==> src/rtl/tlb_pkg.sv <==
// Shared types for the translation lookup block.
// Assumes: 32-bit addresses, 8-bit identifiers, 4-bit attributes.
package tlb_pkg;

    typedef enum logic [3:0] {
        CAUSE_NONE        = 4'd0,
        CAUSE_MISS_FETCH  = 4'd1,
        CAUSE_MISS_DATA   = 4'd2,
        CAUSE_MULTI_FETCH = 4'd3,
        CAUSE_MULTI_DATA  = 4'd4,
        CAUSE_PRIV_FETCH  = 4'd5,
        CAUSE_PRIV_DATA   = 4'd6,
        CAUSE_DENY_FETCH  = 4'd7,
        CAUSE_DENY_LOAD   = 4'd8,
        CAUSE_DENY_STORE  = 4'd9
    } cause_e;

    typedef enum logic [1:0] {
        CM_BYPASS  = 2'd0,
        CM_WBACK   = 2'd1,
        CM_WTHRU   = 2'd2,
        CM_ISOLATE = 2'd3
    } cache_e;

    typedef struct packed {
        logic   rd;
        logic   wr;
        logic   ex;
        cache_e cm;
    } perm_t;

    typedef struct packed {
        logic [31:0] va;
        logic [31:0] pa;
        logic [7:0]  asid;
        logic [3:0]  attr;
    } entry_t;

    localparam logic [31:0] RING_RESET = 32'h0403_0201;

endpackage

==> src/rtl/tlb_ring_map.sv <==
// Maps an address-space identifier to a ring by searching the four
// bytes of the ring register; the lowest matching byte wins.
// Assumes: caller separately qualifies identifier zero.
module tlb_ring_map (
    input  logic [31:0] ring_ids,
    input  logic [7:0]  asid,
    output logic        found,
    output logic [1:0]  ring
);
    // Search from the top byte down so the lowest match is kept last.
    always_comb begin
        found = 1'b0;
        ring  = 2'd0;
        for (int i = 3; i >= 0; i--) begin
            if (ring_ids[8*i +: 8] == asid) begin
                found = 1'b1;
                ring  = 2'(i);
            end
        end
    end
endmodule

==> src/rtl/tlb_attr_decode.sv <==
// Decodes a 4-bit entry attribute into read/write/execute rights and a
// cache-mode code. Assumes: no side masking here; the top applies it.
module tlb_attr_decode
    import tlb_pkg::*;
(
    input  logic [3:0] attr,
    output perm_t      perm
);
    // Rights and cache mode per attribute value.
    always_comb begin
        perm = '0;
        if (attr < 4'd12) begin
            perm.rd = 1'b1;
            perm.ex = attr[0];
            perm.wr = attr[1];
            perm.cm = cache_e'(attr[3:2]);
        end else if (attr == 4'd13) begin
            perm.rd = 1'b1;
            perm.wr = 1'b1;
            perm.cm = CM_ISOLATE;
        end
    end
endmodule

==> src/rtl/tlb_way_bank.sv <==
// One way of the translation buffer: ENTRIES entries with a fixed page
// size, indexed by the address bits starting at IDX_LSB. Provides the
// indexed entry and its page match for a lookup address, and takes
// writes. Fixed ways load two preset entries at reset.
// Assumes: ENTRIES is a power of two, at least 2.
module tlb_way_bank
    import tlb_pkg::*;
#(
    parameter int          ENTRIES   = 4,
    parameter int          PAGE_BITS = 12,
    parameter int          IDX_LSB   = 12,
    parameter bit          FIXED     = 1'b0,
    parameter logic [31:0] RST_VA0   = 32'h0,
    parameter logic [31:0] RST_PA0   = 32'h0,
    parameter logic [3:0]  RST_ATTR0 = 4'h0,
    parameter logic [31:0] RST_VA1   = 32'h0,
    parameter logic [31:0] RST_PA1   = 32'h0,
    parameter logic [3:0]  RST_ATTR1 = 4'h0,
    parameter logic [7:0]  RST_ASID  = 8'h0,
    localparam int         IW        = $clog2(ENTRIES)
) (
    input  logic          clk,
    input  logic          rst_n,
    input  logic          wr_en,
    input  logic [IW-1:0] wr_idx,
    input  logic [31:0]   wr_va,
    input  logic [31:0]   wr_pa,
    input  logic [7:0]    wr_asid,
    input  logic [3:0]    wr_attr,
    input  logic [31:0]   lk_va,
    output entry_t        lk_entry,
    output logic          lk_page_match
);
    localparam logic [31:0] PMASK = ~((32'd1 << PAGE_BITS) - 32'd1);

    entry_t        mem [ENTRIES];
    logic [IW-1:0] lk_idx;

    function automatic entry_t reset_entry(int e);
        entry_t r;
        r = '0;
        if (FIXED) begin
            if (e == 0)
                r = '{va: RST_VA0 & PMASK, pa: RST_PA0 & PMASK, asid: RST_ASID, attr: RST_ATTR0};
            else if (e == 1)
                r = '{va: RST_VA1 & PMASK, pa: RST_PA1 & PMASK, asid: RST_ASID, attr: RST_ATTR1};
        end
        return r;
    endfunction

    // Entry storage: preset on reset, otherwise written by the fill port.
    always_ff @(posedge clk) begin
        if (!rst_n) begin
            for (int e = 0; e < ENTRIES; e++) begin
                mem[e] <= reset_entry(e);
            end
        end else if (wr_en) begin
            mem[wr_idx] <= '{va: wr_va & PMASK, pa: wr_pa & PMASK, asid: wr_asid, attr: wr_attr};
        end
    end

    assign lk_idx        = lk_va[IDX_LSB +: IW];
    assign lk_entry      = mem[lk_idx];
    assign lk_page_match = (mem[lk_idx].va == (lk_va & PMASK));
endmodule

==> src/rtl/tlb_lookup_unit.sv <==
// Translation lookup top: variable small-page ways plus two fixed
// large-page ways, ring register, hit/multi-hit detection, privilege and
// rights check, registered response one cycle after each request.
// Assumes: VAR_ENTRIES is a power of two >= 2; fixed ways hold 2 entries.
module tlb_lookup_unit
    import tlb_pkg::*;
#(
    parameter int  NUM_VAR_WAYS  = 4,
    parameter int  VAR_ENTRIES   = 4,
    parameter int  VAR_PAGE_BITS = 12,
    parameter int  FIX_PAGE_BITS = 27,
    parameter int  FIXA_IDX_BIT  = 27,
    parameter int  FIXB_IDX_BIT  = 28,
    parameter bit  DATA_SIDE     = 1'b1,
    localparam int NUM_WAYS      = NUM_VAR_WAYS + 2,
    localparam int WAY_W         = $clog2(NUM_WAYS),
    localparam int VIW           = $clog2(VAR_ENTRIES)
) (
    input  logic             clk,
    input  logic             rst_n,
    input  logic             req_valid,
    input  logic [31:0]      req_va,
    input  logic             req_store,
    input  logic [1:0]       req_priv,
    input  logic             ring_we,
    input  logic [31:0]      ring_wdata,
    input  logic             wr_en,
    input  logic [WAY_W-1:0] wr_way,
    input  logic [VIW-1:0]   wr_idx,
    input  logic [31:0]      wr_va,
    input  logic [31:0]      wr_pa,
    input  logic [7:0]       wr_asid,
    input  logic [3:0]       wr_attr,
    output logic             rsp_valid,
    output logic [3:0]       rsp_cause,
    output logic [31:0]      rsp_pa,
    output logic [1:0]       rsp_cache
);
    localparam logic [31:0] PMASK_V = ~((32'd1 << VAR_PAGE_BITS) - 32'd1);
    localparam logic [31:0] PMASK_F = ~((32'd1 << FIX_PAGE_BITS) - 32'd1);

    logic [31:0]         ring_q;
    logic [NUM_WAYS-1:0] way_hit;
    entry_t              way_ent  [NUM_WAYS];
    logic [1:0]          way_ring [NUM_WAYS];

    entry_t      sel_ent;
    logic [1:0]  sel_ring;
    logic        sel_fixed;
    logic [WAY_W:0] hit_cnt;
    perm_t       perm;
    logic        grant;
    cause_e      cause_c;
    logic [31:0] pa_c;

    // Ring register: preset on reset, loaded by ring_we.
    always_ff @(posedge clk) begin
        if (!rst_n)       ring_q <= RING_RESET;
        else if (ring_we) ring_q <= ring_wdata;
    end

    for (genvar w = 0; w < NUM_WAYS; w++) begin : g_way
        logic       we;
        entry_t     ent;
        logic       pmatch;
        logic       rfound;
        logic [1:0] rring;

        assign we = wr_en && (wr_way == WAY_W'(w));

        if (w < NUM_VAR_WAYS) begin : g_var
            tlb_way_bank #(
                .ENTRIES   (VAR_ENTRIES),
                .PAGE_BITS (VAR_PAGE_BITS),
                .IDX_LSB   (VAR_PAGE_BITS),
                .FIXED     (1'b0)
            ) u_bank (
                .clk(clk), .rst_n(rst_n), .wr_en(we), .wr_idx(wr_idx),
                .wr_va(wr_va), .wr_pa(wr_pa), .wr_asid(wr_asid), .wr_attr(wr_attr),
                .lk_va(req_va), .lk_entry(ent), .lk_page_match(pmatch)
            );
        end else begin : g_fix
            localparam bit SECOND = (w == NUM_VAR_WAYS + 1);
            tlb_way_bank #(
                .ENTRIES   (2),
                .PAGE_BITS (FIX_PAGE_BITS),
                .IDX_LSB   (SECOND ? FIXB_IDX_BIT : FIXA_IDX_BIT),
                .FIXED     (1'b1),
                .RST_VA0   (SECOND ? 32'hE000_0000 : 32'hD000_0000),
                .RST_PA0   (SECOND ? 32'hF000_0000 : 32'h0000_0000),
                .RST_ATTR0 (4'd7),
                .RST_VA1   (SECOND ? 32'hF000_0000 : 32'hD800_0000),
                .RST_PA1   (SECOND ? 32'hF000_0000 : 32'h0000_0000),
                .RST_ATTR1 (4'd3),
                .RST_ASID  (8'd1)
            ) u_bank (
                .clk(clk), .rst_n(rst_n), .wr_en(we), .wr_idx(wr_idx[0]),
                .wr_va(wr_va), .wr_pa(wr_pa), .wr_asid(wr_asid), .wr_attr(wr_attr),
                .lk_va(req_va), .lk_entry(ent), .lk_page_match(pmatch)
            );
        end

        tlb_ring_map u_ring (
            .ring_ids (ring_q),
            .asid     (ent.asid),
            .found    (rfound),
            .ring     (rring)
        );

        assign way_hit[w]  = pmatch && (ent.asid != 8'd0) && rfound;
        assign way_ent[w]  = ent;
        assign way_ring[w] = rring;
    end

    // Pick the lowest-numbered hitting way and note its page size.
    always_comb begin
        sel_ent   = '0;
        sel_ring  = 2'd0;
        sel_fixed = 1'b0;
        for (int w = NUM_WAYS - 1; w >= 0; w--) begin
            if (way_hit[w]) begin
                sel_ent   = way_ent[w];
                sel_ring  = way_ring[w];
                sel_fixed = (w >= NUM_VAR_WAYS);
            end
        end
    end

    assign hit_cnt = (WAY_W+1)'($countones(way_hit));

    tlb_attr_decode u_attr (
        .attr (sel_ent.attr),
        .perm (perm)
    );

    // Side masking: data uses read/write, fetch uses execute only.
    assign grant = DATA_SIDE ? (req_store ? perm.wr : perm.rd) : perm.ex;
    assign pa_c  = sel_ent.pa | (req_va & ~(sel_fixed ? PMASK_F : PMASK_V));

    // Cause priority: multi-hit, miss, privilege, rights.
    always_comb begin
        if (hit_cnt > (WAY_W+1)'(1))
            cause_c = DATA_SIDE ? CAUSE_MULTI_DATA : CAUSE_MULTI_FETCH;
        else if (hit_cnt == '0)
            cause_c = DATA_SIDE ? CAUSE_MISS_DATA : CAUSE_MISS_FETCH;
        else if (sel_ring < req_priv)
            cause_c = DATA_SIDE ? CAUSE_PRIV_DATA : CAUSE_PRIV_FETCH;
        else if (!grant)
            cause_c = DATA_SIDE ? (req_store ? CAUSE_DENY_STORE : CAUSE_DENY_LOAD)
                                : CAUSE_DENY_FETCH;
        else
            cause_c = CAUSE_NONE;
    end

    // Response register: loaded one cycle after each request.
    always_ff @(posedge clk) begin
        if (!rst_n) begin
            rsp_valid <= 1'b0;
            rsp_cause <= 4'd0;
            rsp_pa    <= 32'd0;
            rsp_cache <= 2'd0;
        end else begin
            rsp_valid <= req_valid;
            if (req_valid) begin
                rsp_cause <= 4'(cause_c);
                rsp_pa    <= (cause_c == CAUSE_NONE) ? pa_c : 32'd0;
                rsp_cache <= (cause_c == CAUSE_NONE) ? 2'(perm.cm) : 2'd0;
            end
        end
    end
endmodule

==> config.mk <==
export PLATFORM = sky130hd
export DESIGN_NAME = tlb_lookup_unit
export DESIGN_NICKNAME = d
export VERILOG_FILES = /design/src/rtl/tlb_pkg.sv /design/src/rtl/tlb_ring_map.sv /design/src/rtl/tlb_attr_decode.sv /design/src/rtl/tlb_way_bank.sv /design/src/rtl/tlb_lookup_unit.sv
export SDC_FILE = /design/constraint.sdc
export NUM_CORES = 2
export LEC_CHECK = 0
export ABC_AREA = 1
export BUFFER_PORTS_ARGS = -buffer_cell sky130_fd_sc_hd__buf_4
export CORE_MARGIN = 4
export CORE_UTILIZATION = 34
export DETAILED_ROUTE_END_ITERATION = 6
export HOLD_SLACK_MARGIN = 0.1
export PLACE_DENSITY_LB_ADDON = 0.12
export SKIP_LAST_GASP = 1
export SYNTH_ARGS = -nofsm -noshare
export SYNTH_HDL_FRONTEND = slang
export SYNTH_SLANG_ARGS = --single-unit
==> constraint.sdc <==
create_clock -name clk -period 14.46 [get_ports clk]
set_clock_uncertainty 0.15 [all_clocks]
set_input_delay 2.169 -clock clk [delete_from_list [all_inputs] [get_ports clk]]
set_output_delay 2.169 -clock clk [all_outputs]
set_load 0.02 [all_outputs]
==> summary.md <==
| Metric | Value |
|---|---|
| Post-route setup TNS | 0 ps |
| Pleak | 0.0212 uW |
| Die height | approximately 380 um |
| Syn avg cell area | between 9 and 10 um2 |
| CP Class | input port to register |
| Worst reg2reg endpoint | rsp_pa[21]$_SDFFE_PN0P_ |
| Clk buf depth | 3 |
| Top post-synthesis cells by area | edfxtp_1 58%, nand2_1 11%, nor2_1 7.4% |
| CP delay by family, top | buffers and inverters |
| DPL Wire Length | 102000 um |
| Inst Count DP | 6891 |
| Initial Util | 0.343 |
| Kind of start point of the critical path | input port |
| R2r setup slk | 8450 ps |
| Max-cap check violation count | 0 |
| Critical Path Slowest Stage Cell | buf_4 |
| Slowest stage delay, CP | between 700 and 800 ps |
| Maximum fanout along the worst path | about 180 |
| Final global-route overflow total | 0 |
| Worst-path clk slew | around 60 ps |
| Root Buffer | clkbuf_16 |
| Ys flop type | edfxtp_1 |
| Total nets after synthesis | 5338 |
| GP Congestion | around 0.92 |
| Fin cells | slightly above 7000 |
| CTS tree | done |
| Met1 WL | just under 80000 um |
| CP Data Required Time | 15000 ps |
| Share of cells above drive strength 1 | 0.0887 |
| Yosys cell types | between 40 and 50 |
| Area Growth Syn to Fin | 13.1% |
| Post-Synthesis Cells | 5180 |
| Area of placed instances | around 0.05 mm2 |
| Hold Path Class | register to register |
| RSZ-0062 raised after global routing | no |
| Cell with the most instances after synthesis | nand2_1 |
| Worst setup EP type | register |
| H-tree Lvls | 3 |
| Hold Path Stages | 2 |
| Setup Viol. Count Final | 0 |
| Nets | about 5300 |
| # IOs | 192 |
| Number of synthesized flops with an enable pin | 920 |
| Port bufs | 167 |
| Worst r2r src | ring_q[4]$_SDFFE_PN0P_ |
| Worst reg-to-reg path cell count | 21 |
| Metal2 WL | approximately 83000 um |
| YS warnings | 0 |
| Drt drc | 2 |
| ANT nets after route | 0 |
| Area leader, netlist | edfxtp_1 |
| Clk sink count | ~1000 |
| Initial DRC Count | ~3600 |
| Status | finished, violations left |
| Initial antenna violation count | 5 |
| Filler cells | between 10000 and 15000 |
| Sequential area share after synthesis | 0.608 |
| Die Width | around 380 um |
| PwrDens | approximately 130 mW/mm2 |
| Synth cell count leaders | 1397 x nand2_1, 945 x nor2_1, 920 x edfxtp_1 |
| Peak VDD IR | approximately 0.11 mV |
| FP Rows | ~140 |
| Post-Syn Area | approximately 0.048 mm2 |
| Post-CTS Setup Bufs | 0 |
| Vias in the first global route | between 30000 and 40000 |
| Min-Delay Endpoint | rsp_pa[29]$_SDFFE_PN0P_ |
| Num CTS Buffers | between 100 and 150 |
| Final hold vios | 0 |
| Max-slew headroom | 0.234 |
| Core Area | 0.140 mm2 |
| Post_cts resized | 0 |
| Ys async rst share | 0 |
| Violated checks | design-rule violations |
| Worst Max-Slew Pin Slew | 1150 ps |
| Fin crit share | 0.626 |
| Worst skew pair latency | 750 ps |
| WP data arrival | about 9600 ps |
| Yosys reg bits | 991 |
| Largest net degree at the start of global routing | 179 |
| WP buf/inv | 9 |
| Max Freq | between 0.1 and 0.15 GHz |
| Metal3 WL | approximately 12000 um |
| First-pass GRT wire length | about 250000 um |
| Hold Buf Count CTS | 0 |
| Total wire length | around 180000 um |
| DR vias/cell | between 5 and 6 |
| Yosys top cell area share | 0.578 |
| Per-cell routed wire length | 24.7 um |
| Area of the die | 0.147 mm2 |
| Routed vias | 37600 |
| Highest Signal Layer | met5 |
| Final Max Slew Viols | 0 |
| GR Util All Layers | 0.234 |
| Crit path time final | around 9000 ps |
| Hold Startpoint | rsp_pa[29]$_SDFFE_PN0P_ |
| Design Area, Final | approximately 0.054 mm2 |
| DR pass1 iterations | 7 |
| Hold_ws | 301 ps |
kinds of logic (layout without fill, tap and decap cells):
logic type | Yosys count | in the layout | synth area share
muxes | 1 | 1 | 0.000209
and+or+nand+nor | 3054 | 3054 | 0.261
DFF | 991 | 991 | 0.608
AOI/OAI and AO/OA | 429 | 429 | 0.0551
xor gates and xnor gates | 122 | 122 | 0.0223
other | 0 | 2 | 0
adders and majority gates | 5 | 5 | 0.00178
buffers and inverters | 578 | 628 | 0.0519
sequential cells by signal (all words and copies together), names as in the netlist:
name / cells
g_way.g_fix.u_bank.mem: 88
rsp_cache: 2
g_way.g_var.u_bank.mem: 832
ring_q: 32
rsp_valid: 1
rsp_cause: 4
rsp_pa: 32
report_power, final:
part / switching, uW / internal [uW] / leakage, uW
Clock: 1230 / 1640 / 0.00181
Combinational: 507 / 172 / 0.00998
Sequential: 57.7 / 3280 / 0.00936
area by class of cell:
type | instances | area [um2] | share of cell area
inverter | 182 | 721 | 0.0133
multi-input combinational | 3611 | 16500 | 0.305
timing repair buffer | 231 | 1750 | 0.0323
sequential | 991 | 29000 | 0.537
clock inverter | 58 | 464 | 0.00858
antenna | 2 | 5.00 | 0.0000926
tap | 1876 | 2350 | 0.0434
clock buffer | 157 | 3230 | 0.0597
worst register-to-register path, cell delays in order, from the launching register on:
cell      delay [ps]
dfxtp_1          530
clkinv_1         500
xor2_1           310
nor3_1           200
nand3_1          120
nor2b_1          180
a21oi_4          120
buf_4            460
inv_1            120
buf_4            290
fa_1             590
fa_1             410
inv_1             70
ha_1             150
inv_1             60
fa_1             530
nand2_1           70
inv_1            110
nand3_2          130
nor2_8           540
nand3_1          220
nand2_1          110
cell usage in the layout (no fill, tap or decap), types with 17 or more instances in the layout:
master / n
clkinv_2: 17
nand4_1: 21
o221ai_1: 20
inv_1: 163
clkinv_1: 33
clkbuf_16: 119
xor2_1: 122
o211ai_1: 21
nor3_1: 216
nand3_1: 438
edfxtp_1: 920
nand2_1: 1381
clkbuf_1: 27
buf_4: 229
a32o_1: 38
o22ai_1: 38
dfxtp_1: 71
nand2_4: 17
a21oi_1: 114
nor2_1: 944
o21ai_0: 151
per-layer routing:
metal  vias to the layer above  GRT usage
met3                       269     0.0365
met1                     18700      0.323
met2                      1261      0.383
li1                      17300          -
met5                         -          0
met4                         4     0.0671
stage by stage:
stage / utilization / setup slack (ps) / total power, uW
after CTS: 0.387 / 5650 / 6940
after detailed placement: 0.361 / 4860 / 4080
after global routing: 0.388 / 5200 / 7130
after floorplan: - / 7290 / 3810
after global placement: 0.361 / 4940 / 4080
final: 0.388 / 5400 / 6890
how the worst max path moves through the flow:
stage,start,to,slack [ps],depth (start not counted)
3_5_place_dp,req_va[12],rsp_pa[21]$_SDFFE_PN0P_,4860,26
2_1_floorplan,wr_idx[0],g_way[1].g_var.u_bank.mem[2][0]$_SDFFCE_PN0P_,7290,5
3_3_place_gp,req_va[12],rsp_pa[21]$_SDFFE_PN0P_,4940,26
4_1_cts,req_va[12],rsp_pa[21]$_SDFFE_PN0P_,5650,26
5_1_grt,req_va[12],rsp_pa[19]$_SDFFE_PN0P_,5200,26
6_report,req_va[12],rsp_pa[21]$_SDFFE_PN0P_,5400,26
Power figures use the tool's default switching activity.
